===== src/rtl/tcr_pkg.sv =====
// Package: shared command type and widths for the trigger command router.
// Assumes 3-bit ring commands in which all-zero means idle.
package tcr_pkg;
    localparam int CMD_W = 3;
    typedef logic [CMD_W-1:0] rcmd_t;
    localparam rcmd_t CMD_IDLE = '0;
endpackage


===== src/rtl/tcr_lut.sv =====
// Module: broadcast-to-ring translation table.
// A register array indexed by the upper broadcast bits. It has one write port
// and two combinational read ports: one for the mapping path, one for software.
// Assumes the write and the lookup of the same entry in one cycle see the old value.
module tcr_lut
    import tcr_pkg::*;
#(
    parameter int IDX_W = 6
) (
    input  logic             clk,
    input  logic             rst_n,
    input  logic             wr_en,
    input  logic [IDX_W-1:0] wr_idx,
    input  rcmd_t            wr_val,
    input  logic [IDX_W-1:0] map_idx,
    output rcmd_t            map_val,
    input  logic [IDX_W-1:0] sw_idx,
    output rcmd_t            sw_val
);
    localparam int DEPTH = 1 << IDX_W;

    rcmd_t tbl_q [DEPTH];

    // Clear all entries on reset, otherwise store one entry per write.
    always_ff @(posedge clk) begin
        if (!rst_n) begin
            for (int i = 0; i < DEPTH; i++) begin
                tbl_q[i] <= CMD_IDLE;
            end
        end else if (wr_en) begin
            tbl_q[wr_idx] <= wr_val;
        end
    end

    // Read ports.
    assign map_val = tbl_q[map_idx];
    assign sw_val  = tbl_q[sw_idx];
endmodule


===== src/rtl/tcr_cfg.sv =====
// Module: register port decoder.
// Table entries sit at 0..DEPTH-1, the control register at DEPTH and status at DEPTH+1.
// Assumes single-cycle writes and a combinational read.
module tcr_cfg
    import tcr_pkg::*;
#(
    parameter int IDX_W = 6
) (
    input  logic             clk,
    input  logic             rst_n,
    input  logic             cfg_we,
    input  logic [IDX_W:0]   cfg_addr,
    input  rcmd_t            cfg_wdata,
    output rcmd_t            cfg_rdata,
    input  logic             active_local,
    input  rcmd_t            lut_rd,
    output logic             lut_we,
    output logic [IDX_W-1:0] lut_idx,
    output logic             force_local
);
    localparam int DEPTH = 1 << IDX_W;
    localparam logic [IDX_W:0] CTRL_ADDR = (IDX_W+1)'(DEPTH);
    localparam logic [IDX_W:0] STAT_ADDR = (IDX_W+1)'(DEPTH + 1);

    logic is_tbl;
    logic force_q;

    // Decode the table window from the top address bit.
    assign is_tbl  = ~cfg_addr[IDX_W];
    assign lut_idx = cfg_addr[IDX_W-1:0];
    assign lut_we  = cfg_we & is_tbl;

    // Control register: holds the force-local bit.
    always_ff @(posedge clk) begin
        if (!rst_n) begin
            force_q <= 1'b0;
        end else if (cfg_we && cfg_addr == CTRL_ADDR) begin
            force_q <= cfg_wdata[0];
        end
    end
    assign force_local = force_q;

    // Read mux: table entry, control, status, or zero.
    always_comb begin
        cfg_rdata = CMD_IDLE;
        if (is_tbl) begin
            cfg_rdata = lut_rd;
        end else if (cfg_addr == CTRL_ADDR) begin
            cfg_rdata = {{(CMD_W-1){1'b0}}, force_q};
        end else if (cfg_addr == STAT_ADDR) begin
            cfg_rdata = {{(CMD_W-1){1'b0}}, active_local};
        end
    end
endmodule


===== src/rtl/tcr_mode_ctrl.sv =====
// Module: mode-in-effect register.
// The requested mode is local when forced or when the receiver is not ready.
// It is taken over only when the output pipeline is idle. Reset state is local.
module tcr_mode_ctrl (
    input  logic clk,
    input  logic rst_n,
    input  logic force_local,
    input  logic rx_ready,
    input  logic pipe_idle,
    output logic active_local
);
    logic want_local;
    logic local_q;

    // Requested mode from the force bit and the receiver-ready flag.
    assign want_local = force_local | ~rx_ready;

    // Update the mode in effect only at edges with nothing in flight.
    always_ff @(posedge clk) begin
        if (!rst_n) begin
            local_q <= 1'b1;
        end else if (pipe_idle) begin
            local_q <= want_local;
        end
    end
    assign active_local = local_q;
endmodule


===== src/rtl/tcr_arbiter.sv =====
// Module: output command register with a one-deep hold slot.
// Order is level-1 accept, then the held command, then the new command.
// Assumes commands last a single cycle. A new command that cannot go out is held.
module tcr_arbiter
    import tcr_pkg::*;
#(
    parameter rcmd_t L1A_CODE = 3'b111
) (
    input  logic  clk,
    input  logic  rst_n,
    input  logic  l1a,
    input  rcmd_t new_cmd,
    output rcmd_t out_q,
    output rcmd_t hold_q,
    output logic  pipe_idle
);
    rcmd_t out_d, hold_d;
    logic  have_hold, have_new;

    assign have_hold = (hold_q != CMD_IDLE);
    assign have_new  = (new_cmd != CMD_IDLE);

    // Choose the next output and the next held command.
    always_comb begin
        if (l1a) begin
            out_d  = L1A_CODE;
            hold_d = have_new ? new_cmd : hold_q;
        end else if (have_hold) begin
            out_d  = hold_q;
            hold_d = new_cmd;
        end else begin
            out_d  = new_cmd;
            hold_d = CMD_IDLE;
        end
    end

    // Output and hold registers.
    always_ff @(posedge clk) begin
        if (!rst_n) begin
            out_q  <= CMD_IDLE;
            hold_q <= CMD_IDLE;
        end else begin
            out_q  <= out_d;
            hold_q <= hold_d;
        end
    end

    // Pipeline is idle when nothing is on the output and nothing is held.
    assign pipe_idle = (out_q == CMD_IDLE) && !have_hold;
endmodule


===== src/rtl/trig_cmd_router.sv =====
// Module: trigger command source selector and mapper (top).
// Picks the remote or local trigger source, maps remote broadcast bytes through
// a writable table, orders level-1 accepts ahead of broadcasts, and fans the
// result out to every ring slot and to the backplane.
// Assumes all inputs are synchronous to clk.
module trig_cmd_router
    import tcr_pkg::*;
#(
    parameter int    NUM_RINGS = 8,
    parameter int    BC_W      = 8,
    parameter int    IDX_W     = 6,
    parameter rcmd_t L1A_CODE  = 3'b111
) (
    input  logic                       clk,
    input  logic                       rst_n,
    input  logic                       rx_ready,
    input  logic                       rx_l1a,
    input  logic                       rx_bcast_valid,
    input  logic [BC_W-1:0]            rx_bcast_code,
    input  logic                       loc_l1a,
    input  logic                       loc_cmd_valid,
    input  logic [CMD_W-1:0]           loc_cmd,
    input  logic                       cfg_we,
    input  logic [IDX_W:0]             cfg_addr,
    input  logic [CMD_W-1:0]           cfg_wdata,
    output logic [CMD_W-1:0]           cfg_rdata,
    output logic [NUM_RINGS*CMD_W-1:0] ring_cmd,
    output logic [CMD_W-1:0]           bp_cmd
);
    localparam int DROP_W = BC_W - IDX_W;

    logic             active_local, force_local, pipe_idle;
    logic             lut_we;
    logic [IDX_W-1:0] lut_idx;
    rcmd_t            lut_rd, map_val, out_q, hold_q, sel_cmd;
    logic             sel_l1a;
    logic [DROP_W-1:0] unused_low;

    // The low broadcast bits do not take part in the mapping.
    assign unused_low = rx_bcast_code[DROP_W-1:0];

    tcr_cfg #(.IDX_W(IDX_W)) u_cfg (
        .clk(clk), .rst_n(rst_n),
        .cfg_we(cfg_we), .cfg_addr(cfg_addr), .cfg_wdata(cfg_wdata),
        .cfg_rdata(cfg_rdata), .active_local(active_local), .lut_rd(lut_rd),
        .lut_we(lut_we), .lut_idx(lut_idx), .force_local(force_local)
    );

    tcr_lut #(.IDX_W(IDX_W)) u_lut (
        .clk(clk), .rst_n(rst_n),
        .wr_en(lut_we), .wr_idx(lut_idx), .wr_val(cfg_wdata),
        .map_idx(rx_bcast_code[BC_W-1 -: IDX_W]), .map_val(map_val),
        .sw_idx(lut_idx), .sw_val(lut_rd)
    );

    tcr_mode_ctrl u_mode (
        .clk(clk), .rst_n(rst_n),
        .force_local(force_local), .rx_ready(rx_ready),
        .pipe_idle(pipe_idle), .active_local(active_local)
    );

    // Source select: the mode in effect picks the strobe and the command.
    always_comb begin
        if (active_local) begin
            sel_l1a = loc_l1a;
            sel_cmd = loc_cmd_valid ? loc_cmd : CMD_IDLE;
        end else begin
            sel_l1a = rx_l1a;
            sel_cmd = rx_bcast_valid ? map_val : CMD_IDLE;
        end
    end

    tcr_arbiter #(.L1A_CODE(L1A_CODE)) u_arb (
        .clk(clk), .rst_n(rst_n),
        .l1a(sel_l1a), .new_cmd(sel_cmd),
        .out_q(out_q), .hold_q(hold_q), .pipe_idle(pipe_idle)
    );

    // Fan the command register out to every ring slot.
    for (genvar g = 0; g < NUM_RINGS; g++) begin : g_ring
        assign ring_cmd[g*CMD_W +: CMD_W] = out_q;
    end
    assign bp_cmd = out_q;
endmodule


===== config.mk =====
export PLATFORM = sky130hd
export DESIGN_NAME = trig_cmd_router
export DESIGN_NICKNAME = d
export VERILOG_FILES = /design/src/rtl/tcr_pkg.sv /design/src/rtl/tcr_lut.sv /design/src/rtl/tcr_cfg.sv /design/src/rtl/tcr_mode_ctrl.sv /design/src/rtl/tcr_arbiter.sv /design/src/rtl/trig_cmd_router.sv
export SDC_FILE = /design/constraint.sdc
export NUM_CORES = 1
export LEC_CHECK = 0
export ABC_AREA = 1
export BUFFER_PORTS_ARGS = -buffer_cell sky130_fd_sc_hd__buf_4
export CAP_MARGIN = 20
export CORE_ASPECT_RATIO = 0.7
export CORE_MARGIN = 2
export CORE_UTILIZATION = 55
export CTS_CLUSTER_DIAMETER = 120
export DETAILED_ROUTE_END_ITERATION = 12
export HOLD_SLACK_MARGIN = 0.1
export PLACE_DENSITY = 0.76
export SETUP_SLACK_MARGIN = 0.3
export SYNTH_ARGS = -nofsm -noshare
export SYNTH_HDL_FRONTEND = slang
export SYNTH_SLANG_ARGS = --single-unit

===== constraint.sdc =====
create_clock -name clk -period 1.8 [get_ports clk]
set_clock_uncertainty 0.05 [all_clocks]
set_input_delay 0.36 -clock clk [delete_from_list [all_inputs] [get_ports clk]]
set_output_delay 0.36 -clock clk [all_outputs]
set_load 0.02 [all_outputs]

=== Yosys cells after proc, flatten, opt, wreduce, memory -nomap -nowiden ===
Memory sizes are Yosys's and may differ from the RTL's.
Cells that the tools add are included.

* Flip-flop bits (word level): 8
* Memory bits (writable): 192
* Output and inout port bits: 30
* Logic and storage cells: 38
* Memories: 1

* Equal/unequal tests: 3
* Muxes and demuxes: 19
* Bitwise logic cells: 4
* Reduce and logical (&&, ||, !) cells: 7

{| class="wikitable"
|+ Memory list
! memory !! words !! width !! read ports !! clocked after Yosys merged registers in !! write ports !! line !! text
|-
| u_lut.tbl_q || 64 || 3 || 2 || 0 || 64 || tcr_lut.sv:22 || <nowiki>rcmd_t tbl_q [DEPTH];</nowiki>
|}

{| class="wikitable"
|+ Operators by type and width
! kind !! count
|-
| 3-bit two-way mux || 11
|-
| 7-bit == test (second input constant) || 2
|-
| 1-bit two-way mux || 7
|-
| 6-bit two-way mux || 1
|-
| 3-bit nonzero test || 2
|-
| 3-bit zero test || 1
|-
| 3-bit OR reduction || 1
|-
| 1-bit logical AND || 2
|-
| 2-bit by 1-bit inequality test with 1-bit output (second input constant) || 1
|-
| 1-bit NOT || 2
|-
| 1-bit AND || 1
|-
| 1-bit zero test || 1
|-
| 1-bit OR || 1
|}

=== Longest topological paths before layout ===
Gate-level depths: netlist of the first run.

* Word-level depth: 7
* Mapped depth: 17
* Mapped depth without buffers: 14

=== By module ===
A second synthesis of the first run with hierarchy kept.

* Cell total of the unflattened synthesis: 1,584
* Area, all modules: 11,796.3 sq um

{| class="wikitable"
|+ Modules (own cells, without submodules)
! module !! times used !! cells an instance !! area each (sq um) !! sequential area each (sq um)
|-
| tcr_lut || 1 || 1,474 || 11,089.4 || 5,765.5
|-
| tcr_arbiter || 1 || 33 || 249.0 || 120.1
|-
| trig_cmd_router || 1 || 37 || 236.5 || 0.0
|-
| tcr_cfg || 1 || 32 || 170.2 || 20.0
|-
| tcr_mode_ctrl || 1 || 8 || 51.3 || 20.0
|}

=== Worst setup path after synthesis of the first run ===
Ideal clock, no wire load.

* Path type: input port to output port
* Start point: input cfg_addr[1]
* End point: output cfg_rdata[1]
* Arrival: 1.837 ns
* Data required time: 1.390 ns
* Slack: -0.447 ns
* Stages on the path: 11
* Buffers on the path: 2
* Path through: inv_2 -> nand2_1 -> inv_1 -> buf_2 -> buf_2 -> nand2_1 -> o2111ai_1 -> nand3_1 -> nand3_1 -> nand2_1 -> a41oi_1

* Cells in the longest elaborated chain, start to end: 2

{| class="wikitable"
|+ RTL lines
! what !! line !! text
|-
| start: declaration || trig_cmd_router.sv:24 || <nowiki>input logic [IDX_W:0] cfg_addr,</nowiki>
|-
| memory read 64 x 3 bit || n/a ||
|-
| 3-bit two-way mux || tcr_cfg.sv:46 || <nowiki>if (is_tbl) begin</nowiki>
|-
| end: declaration || trig_cmd_router.sv:26 || <nowiki>output logic [CMD_W-1:0] cfg_rdata,</nowiki>
|}

Every way passes these cells.

==> impl_metrics.ini, run 1 <==
[die]
placementRows = 43
die_w_um = 176
ios = 59
floorplan.initialDensity = 0.568
fp.dieArea_um2 = 21900
chipHeight_um = 124
design.core.area_um2 = 20000

[detailed_routing]
drt-pass1-iter-count = 6
drc = 0
ant_nets = 0
drt-wirelength-per-cell_um = 20.9
first_iter_violations = 2064
dr_total_vias = 11200
routed_via_density = 6.13
routed_wirelength_um = 38100

[layout]
antenna_cells_inserted = 0
synthToLayoutAreaGrowth_pct = 24.8
final_area_um2 = 14200
fraction_of_layout_cells_with_a_size_suffix_above_1 = 0.250
sequential_cell_area_um2 = 5940
fillers = 1530
stdcell_count = 1822
fin_nets = 1568
multiInputGateArea_um2 = 5160

[synthesis]
synth_async_sr_flop_share = 0
synth_xor_xnor_area_share = 0
synth_compound_gate_area_share = 0.0809
synth_warnings = 0
syn-instance-count = 1416
syn-mean-instance-area_um2 = 8.03
post_synth_main_area_contributors = sky130_fd_sc_hd__edfxtp_1 51%, sky130_fd_sc_hd__nand2_1 15%, sky130_fd_sc_hd__nand3_1 8.5%
yosys.area.top_type = sky130_fd_sc_hd__edfxtp_1
postSynth.topFlopCell = sky130_fd_sc_hd__edfxtp_1
synthSimpleGateAreaFrac = 0.331
synth-adder-area-share = 0
ys_ff_latch = 200
yosysUniqueCellTypes = 31
netlist_area_pre_place_um2 = 11400
synth_top_family_by_area = simple AND/OR/NAND/NOR gates
synth_mux_area_frac = 0.000881
synth.top_cells.by_count = 450 x sky130_fd_sc_hd__nand2_1, 256 x sky130_fd_sc_hd__nor2_1, 192 x sky130_fd_sc_hd__edfxtp_1, 192 x sky130_fd_sc_hd__nand3_1, 77 x sky130_fd_sc_hd__o21ai_0
synth_top_cell_area_share = 0.507
yosys.cell_count.top_type = sky130_fd_sc_hd__nand2_1
syn-num-nets = 1445
synth_enable_flop_cells = 192
synth_seq_area_share = 0.521

[power_and_ir_drop]
static-leakage-power_nw = 5.75
ir_drop_uv = 781
power_density_nw_per_um2 = 812
final_power_w = 0.0115

[flow_run]
timing.max_cap.violations = 0

[global_route]
grt_use_met3 = 0.0955
congestion_overflow_gr = 0
groute.layer.met2.usage = 0.516
grt_start_max_net_pins = 67
grt_pass1_vias = 10100
antenna_found_initial = 0
grt_use_met1 = 0.514
global_route.peak_usage_layer = met2
globalRouteTotalUtil = 0.352
wire_length_of_the_first_global_routing_pass_um = 58200

[timing]
grt_setup_unrepaired = true
slew_viol_final = 0
fin_crit_sh = 1.35
worst_slack_ps = -629
timing.final.crit_period_ps = 2430
tightest_slew_ps = 446
finalHoldWorstSlack_ps = 171
final-hold-violation-count = 0
timing.final.setup_violations = 7
max_freq_mhz = 412
worst_slew_margin_rel = 0.700

[placed_design]
gpl.final_weighted_congestion = 0.978
detailedPlacementHpwl_um = 26100
dpl-instance-area_um2 = 13100
detailedPlace.worstSlack_ps = -680
placed_cells = 1780
portBuffers = 56

[setup_path]
slowest_cell_delay_on_critical_path_ps = 440
crit_chain = o21ai_0, o2111ai_1, nand3_1, nand3_1, nand2_1, nand3_2, o21ai_2, nand3_2, buf_6
crit-reg2reg-launch = u_lut.tbl_q[27][0]
cpMaxStageDelayCell = sky130_fd_sc_hd__edfxtp_1
worstSetupPathType = reg2out
critical_path_buf_inv_count = 1
start_kind = register
critPathCaptureType = output pin
critPathArrivalTime_ps = 2020
crit_path_max_fanout = 2
cp_top_family = simple AND/OR/NAND/NOR gates
critPathLaunch = u_lut.tbl_q[14][0]
crit_path_required_time_ps = 1390

[status]
violations = setup timing
outcome = finished, violations left

[hold_path]
min-delay-path-class = in2reg
holdCritStartpoint = rx_ready

[clock_network]
cts_tree = yes
clk-insertion-delay-late_ps = 470
clock_sinks = 200
cts-buffers-inserted = 17
cts_htree_levels = 4
cts_root_buffer = sky130_fd_sc_hd__clkbuf_16
ctsLongestPathBuffers = 2
path_clk_slew_ps = 70
-- placed cells by master (no fill, tap or decap), types with 4 or more instances in the layout --
master,synthesis,layout
sky130_fd_sc_hd__inv_1,24,20
sky130_fd_sc_hd__o211ai_1,13,13
sky130_fd_sc_hd__o21ai_0,77,66
sky130_fd_sc_hd__nor4_4,2,4
sky130_fd_sc_hd__buf_12,0,20
sky130_fd_sc_hd__nand3_1,192,168
sky130_fd_sc_hd__buf_6,6,16
sky130_fd_sc_hd__inv_6,0,5
sky130_fd_sc_hd__edfxtp_1,192,192
sky130_fd_sc_hd__nor2_2,2,8
sky130_fd_sc_hd__inv_2,6,5
sky130_fd_sc_hd__clkbuf_16,0,17
sky130_fd_sc_hd__a221oi_2,0,4
sky130_fd_sc_hd__a21oi_1,16,9
sky130_fd_sc_hd__nand2_4,0,4
sky130_fd_sc_hd__nand2_1,450,389
sky130_fd_sc_hd__nand2_2,1,56
sky130_fd_sc_hd__buf_4,29,187
sky130_fd_sc_hd__dfxtp_1,8,5
sky130_fd_sc_hd__nor2_1,256,248
sky130_fd_sc_hd__nand3_2,1,24
sky130_fd_sc_hd__a22oi_1,24,24
sky130_fd_sc_hd__o2111ai_1,9,9
sky130_fd_sc_hd__a21oi_2,0,7
sky130_fd_sc_hd__clkinvlp_4,0,4
sky130_fd_sc_hd__o21ai_1,3,11
sky130_fd_sc_hd__nor3_2,4,4
-- sequential cells by signal (all words and copies together), names as in the netlist --
| signal | flops |
|---|---|
| u_mode.active_local | 1 |
| u_lut.tbl_q | 192 |
| u_cfg.force_local | 1 |
| u_arb.hold_q | 3 |
| u_arb.out_q | 3 |
-- final cells by class --
type,count,area share
Tap cell,270,0.0238
Timing Repair Buffer,225,0.142
Clock inverter,14,0.0113
Inverter,30,0.0108
Sequential cell,200,0.418
Clock buffer,18,0.0302
Multi-Input combinational cell,1065,0.364
-- worst paths after layout --
kind,endpoint,slack (ps),cells after the start
worst min-delay path,u_mode.active_local,170,4
worst max register to register,u_arb.out_q[0],-40,13
worst max-delay path,cfg_rdata[0],-630,9
worst min register to register,u_arb.hold_q[1],470,2
-- routing by layer --
metal / vias up / share of wire
met5: - / 0
met1: 5180 / 0.40
met3: 115 / 0.14
met2: 860 / 0.44
met4: 0 / 0.027
li1: 5016 / -
-- stage by stage --
step,utilization,setup TNS (ps)
global route,0.709,-2590
global placement,0.654,-56530
CTS,0.695,-1860
detailed placement,0.654,-61760
floorplan,-,-18.4
finish,0.709,-1920
-- power breakdown --
group / switching, W / internal, W / leakage [nW] / total, W
sequential: 0.000238 / 0.00534 / 1.89 / 0.00558
combinational: 0.00127 / 0.000728 / 3.58 / 0.00199
clock: 0.00187 / 0.00208 / 0.276 / 0.00395
-- logic make-up (layout without fill, tap and decap cells) --
group	Yosys count	after routing
buf+inv	151	287
compound gates	152	152
simple gates	912	912
mux	1	1
flops	200	200
-- worst register-to-register path, stage by stage (launching register included) --
cell and delay, ps:
sky130_fd_sc_hd__edfxtp_1 470, sky130_fd_sc_hd__nand2_1 110, sky130_fd_sc_hd__nand3_1 100, sky130_fd_sc_hd__nand3_2 110, sky130_fd_sc_hd__nand2_2 70, sky130_fd_sc_hd__nand2_1 60
sky130_fd_sc_hd__nand3_1 80, sky130_fd_sc_hd__nand3_1 100, sky130_fd_sc_hd__nand2_2 80, sky130_fd_sc_hd__nand2_2 80, sky130_fd_sc_hd__nand2_4 80, sky130_fd_sc_hd__buf_4 140
sky130_fd_sc_hd__a21oi_2 130, sky130_fd_sc_hd__a21oi_2 70
-- what timing repair did --
item                                    CTS  global route
resized for setup                        56            73
endpoints found under the setup margin  210           206
endpoints found under the hold margin     1             0
hold buffers                              1             0
setup buffers                             4             5
pin swaps                                48            42
Power figures use the tool's default switching activity.
==> inputs of run 2 (changes only) <==
--- a/config.mk
+++ b/config.mk
@@ -5,7 +5,7 @@
 export SDC_FILE = /design/constraint.sdc
 export NUM_CORES = 1
 export LEC_CHECK = 0
-export ABC_AREA = 1
+export ABC_AREA = 0
 export BUFFER_PORTS_ARGS = -buffer_cell sky130_fd_sc_hd__buf_4
 export CAP_MARGIN = 20
 export CORE_ASPECT_RATIO = 0.7
==> run 2 against run 1 <==
Effect of this change: the flow still finishes with violations (setup timing); wire length fell by 10%; sequential share of layout area fell by 1.3 points; combinational power fell by 5%; critical path type unchanged; largest cell class unchanged; largest power group unchanged; highest routed layer unchanged.
==> impl_metrics.ini, run 2 <==
[status]
outcome = finished, violations left
violations = setup timing

[die]
fp.dieArea_um2 = 22400
design.core.area_um2 = 20800
ios = 59
floorplan.initialDensity = 0.561
chipHeight_um = 126
die_w_um = 178
placementRows = 44

[setup_path]
start_kind = register
critPathLaunch = u_lut.tbl_q[62][0]
regToRegSetupSlack_ps = -540
crit-reg2reg-launch = u_lut.tbl_q[46][1]
worstSetupPathType = reg2out
critPathArrivalTime_ps = 2860
regToRegEndpoint = u_arb.hold_q[0]
critPathCaptureType = output pin
worst_setup_path_endpoint = cfg_rdata[0]
crit_path_max_fanout = 2
crit_path_required_time_ps = 1390
reg2reg_depth = 8

[power_and_ir_drop]
static-leakage-power_nw = 6.12
power_density_nw_per_um2 = 771
ir_drop_uv = 702

[detailed_routing]
routed_wirelength_um = 34300
dr_total_vias = 8693
routed_via_density = 6.83
drt-pass1-iter-count = 7
drc = 0
ant_nets = 0
first_iter_violations = 1574
drt-wirelength-per-cell_um = 26.9

[timing]
slew_viol_final = 0
timing.final.setup_violations = 9
tightest_slew_ps = 681
fin_crit_sh = 1.82
grt_setup_unrepaired = true
worst_slack_ps = -1470
max_freq_mhz = 306
timing.final.crit_period_ps = 3270
final-hold-violation-count = 0
worst_slew_margin_rel = 0.546

[synthesis]
synth.top_cells.by_count = 195 x sky130_fd_sc_hd__and3_1, 192 x sky130_fd_sc_hd__edfxtp_1, 143 x sky130_fd_sc_hd__nand2_1, 104 x sky130_fd_sc_hd__mux4_2, 86 x sky130_fd_sc_hd__clkbuf_1
post_synth_main_area_contributors = sky130_fd_sc_hd__edfxtp_1 50%, sky130_fd_sc_hd__mux4_2 20%, sky130_fd_sc_hd__and3_1 10%
yosys.cell_count.top_type = sky130_fd_sc_hd__and3_1
synth_seq_area_share = 0.509
syn-num-nets = 930
synth_top_cell_area_share = 0.496
synth_async_sr_flop_share = 0
syn-instance-count = 901
syn-mean-instance-area_um2 = 12.9
netlist_area_pre_place_um2 = 11600
postSynth.topFlopCell = sky130_fd_sc_hd__edfxtp_1
synth_enable_flop_cells = 192
yosys.area.top_type = sky130_fd_sc_hd__edfxtp_1
ys_ff_latch = 200
synth_warnings = 0
yosysUniqueCellTypes = 42

[global_route]
congestion_overflow_gr = 0
antenna_found_initial = 1
grt_pass1_vias = 7991
wire_length_of_the_first_global_routing_pass_um = 48800
grt_start_max_net_pins = 65
globalRouteTotalUtil = 0.301

[clock_network]
cts-buffers-inserted = 17
cts_htree_levels = 4
cts_tree = yes
ctsLongestPathBuffers = 2
clock_sinks = 200
cts_root_buffer = sky130_fd_sc_hd__clkbuf_16
path_clk_slew_ps = 70
clk-insertion-delay-late_ps = 450

[layout]
synthToLayoutAreaGrowth_pct = 25.9
biggestRegsByFlops = u_lut.tbl_q: 192 flops, u_arb.hold_q: 3 flops, u_arb.out_q: 3 flops
final_area_um2 = 14700
fraction_of_layout_cells_with_a_size_suffix_above_1 = 0.468
layout_commonest_cell = sky130_fd_sc_hd__edfxtp_1
fin_nets = 1012
largest_reg_flops = 192
mostFrequentLayoutCells = 192 x sky130_fd_sc_hd__edfxtp_1, 172 x sky130_fd_sc_hd__and3_1, 137 x sky130_fd_sc_hd__buf_4
largest-register = u_lut.tbl_q

[hold_path]
min-delay-path-class = in2reg

[placed_design]
detailedPlace.worstSlack_ps = -1230
detailedPlacementHpwl_um = 22200
portBuffers = 56
gpl.final_weighted_congestion = 0.980
dpl-instance-area_um2 = 13000

[flow_run]
timing.max_cap.violations = 0
## run 2: cell count changes in the layout (fill, tap and decap cells not counted), sizes merged, moves of 30 or more
cell	previous run	this run
and3	0	195
inv	37	7
mux4	0	107
nand2	451	143
nand3	193	9
nor2	258	12
o21ai	80	3
## run 2: cell type report
class | instances | area [um2]
tap | 276 | 345
fill | 1271 | 6100
timing repair buffer | 198 | 2030
clock buffer | 19 | 443
multi-input combinational | 565 | 5750
clock inverter | 13 | 135
inverter | 1 | 3.75
antenna | 1 | 2.50
sequential | 200 | 5940
## run 2: metal layers
| layer | GRT usage | wire (um) | vias up |
|---|---|---|---|
| li1 | - | - | 3613 |
| met1 | 0.462 | 13000 | 4280 |
| met2 | 0.427 | 15400 | 738 |
| met3 | 0.0936 | 5220 | 62 |
| met4 | 0.0598 | 650 | 0 |
| met5 | 0 | 0 | - |
## run 2: logic make-up (layout without fill, tap and decap cells)
kind of cell | after synthesis | in the layout | synth area share
AND/OR/NAND/NOR | 397 | 397 | 0.180
AO/OA/AOI/OAI | 29 | 29 | 0.0186
multiplexers | 139 | 139 | 0.236
flip-flops | 200 | 200 | 0.509
other | 0 | 1 | 0
buffers and inverters | 136 | 231 | 0.0558
## run 2: repair_timing
item | CTS | global route
hold buffers | 0 | 0
cloned | 3 | 6
gates resized for setup | 91 | 122
setup endpoints to repair | 250 | 225
buffers inserted | 5 | 9
pin swaps | 10 | 16
## run 2: worst min-delay path by stage
stage	startpoint	end	slack (ps)	depth (start not counted)
after floorplan	u_arb.hold_q[2]	u_arb.hold_q[2]	430	2
after global placement	u_arb.hold_q[2]	u_arb.hold_q[2]	460	2
after detailed placement	u_arb.hold_q[1]	u_arb.hold_q[1]	480	2
after CTS	rx_ready	u_mode.active_local	180	4
after global routing	rx_ready	u_mode.active_local	230	4
final	rx_ready	u_mode.active_local	190	4
## run 2: critical path: stages, from the launching register on
cell                       delay, ps
sky130_fd_sc_hd__edfxtp_1        480
sky130_fd_sc_hd__mux4_2          490
sky130_fd_sc_hd__mux4_2          530
sky130_fd_sc_hd__mux4_2          480
sky130_fd_sc_hd__mux2_4          300
sky130_fd_sc_hd__buf_6           130
## run 2: report_power, final
part	internal (W)	leakage [nW]	switching, W
sequential	0.00533	1.89	0.000225
combinational	0.000932	3.94	0.000958
clock	0.00199	0.288	0.00185
total	0.00826	6.12	0.00303
## run 2: per-stage QoR
stage / TNS, ps / util / total power, W / hold WS (ps) / cells
5_1_grt: -6850 / 0.706 / 0.0116 / 225 / 1272
3_5_place_dp: -82030 / 0.627 / 0.00731 / 480 / 1217
4_1_cts: -5900 / 0.675 / 0.0111 / 177 / 1257
2_1_floorplan: -42630 / - / 0.00667 / 430 / 901
6_report: -6430 / 0.706 / 0.0113 / 186 / 1273
3_3_place_gp: -75700 / 0.627 / 0.00728 / 459 / 1217
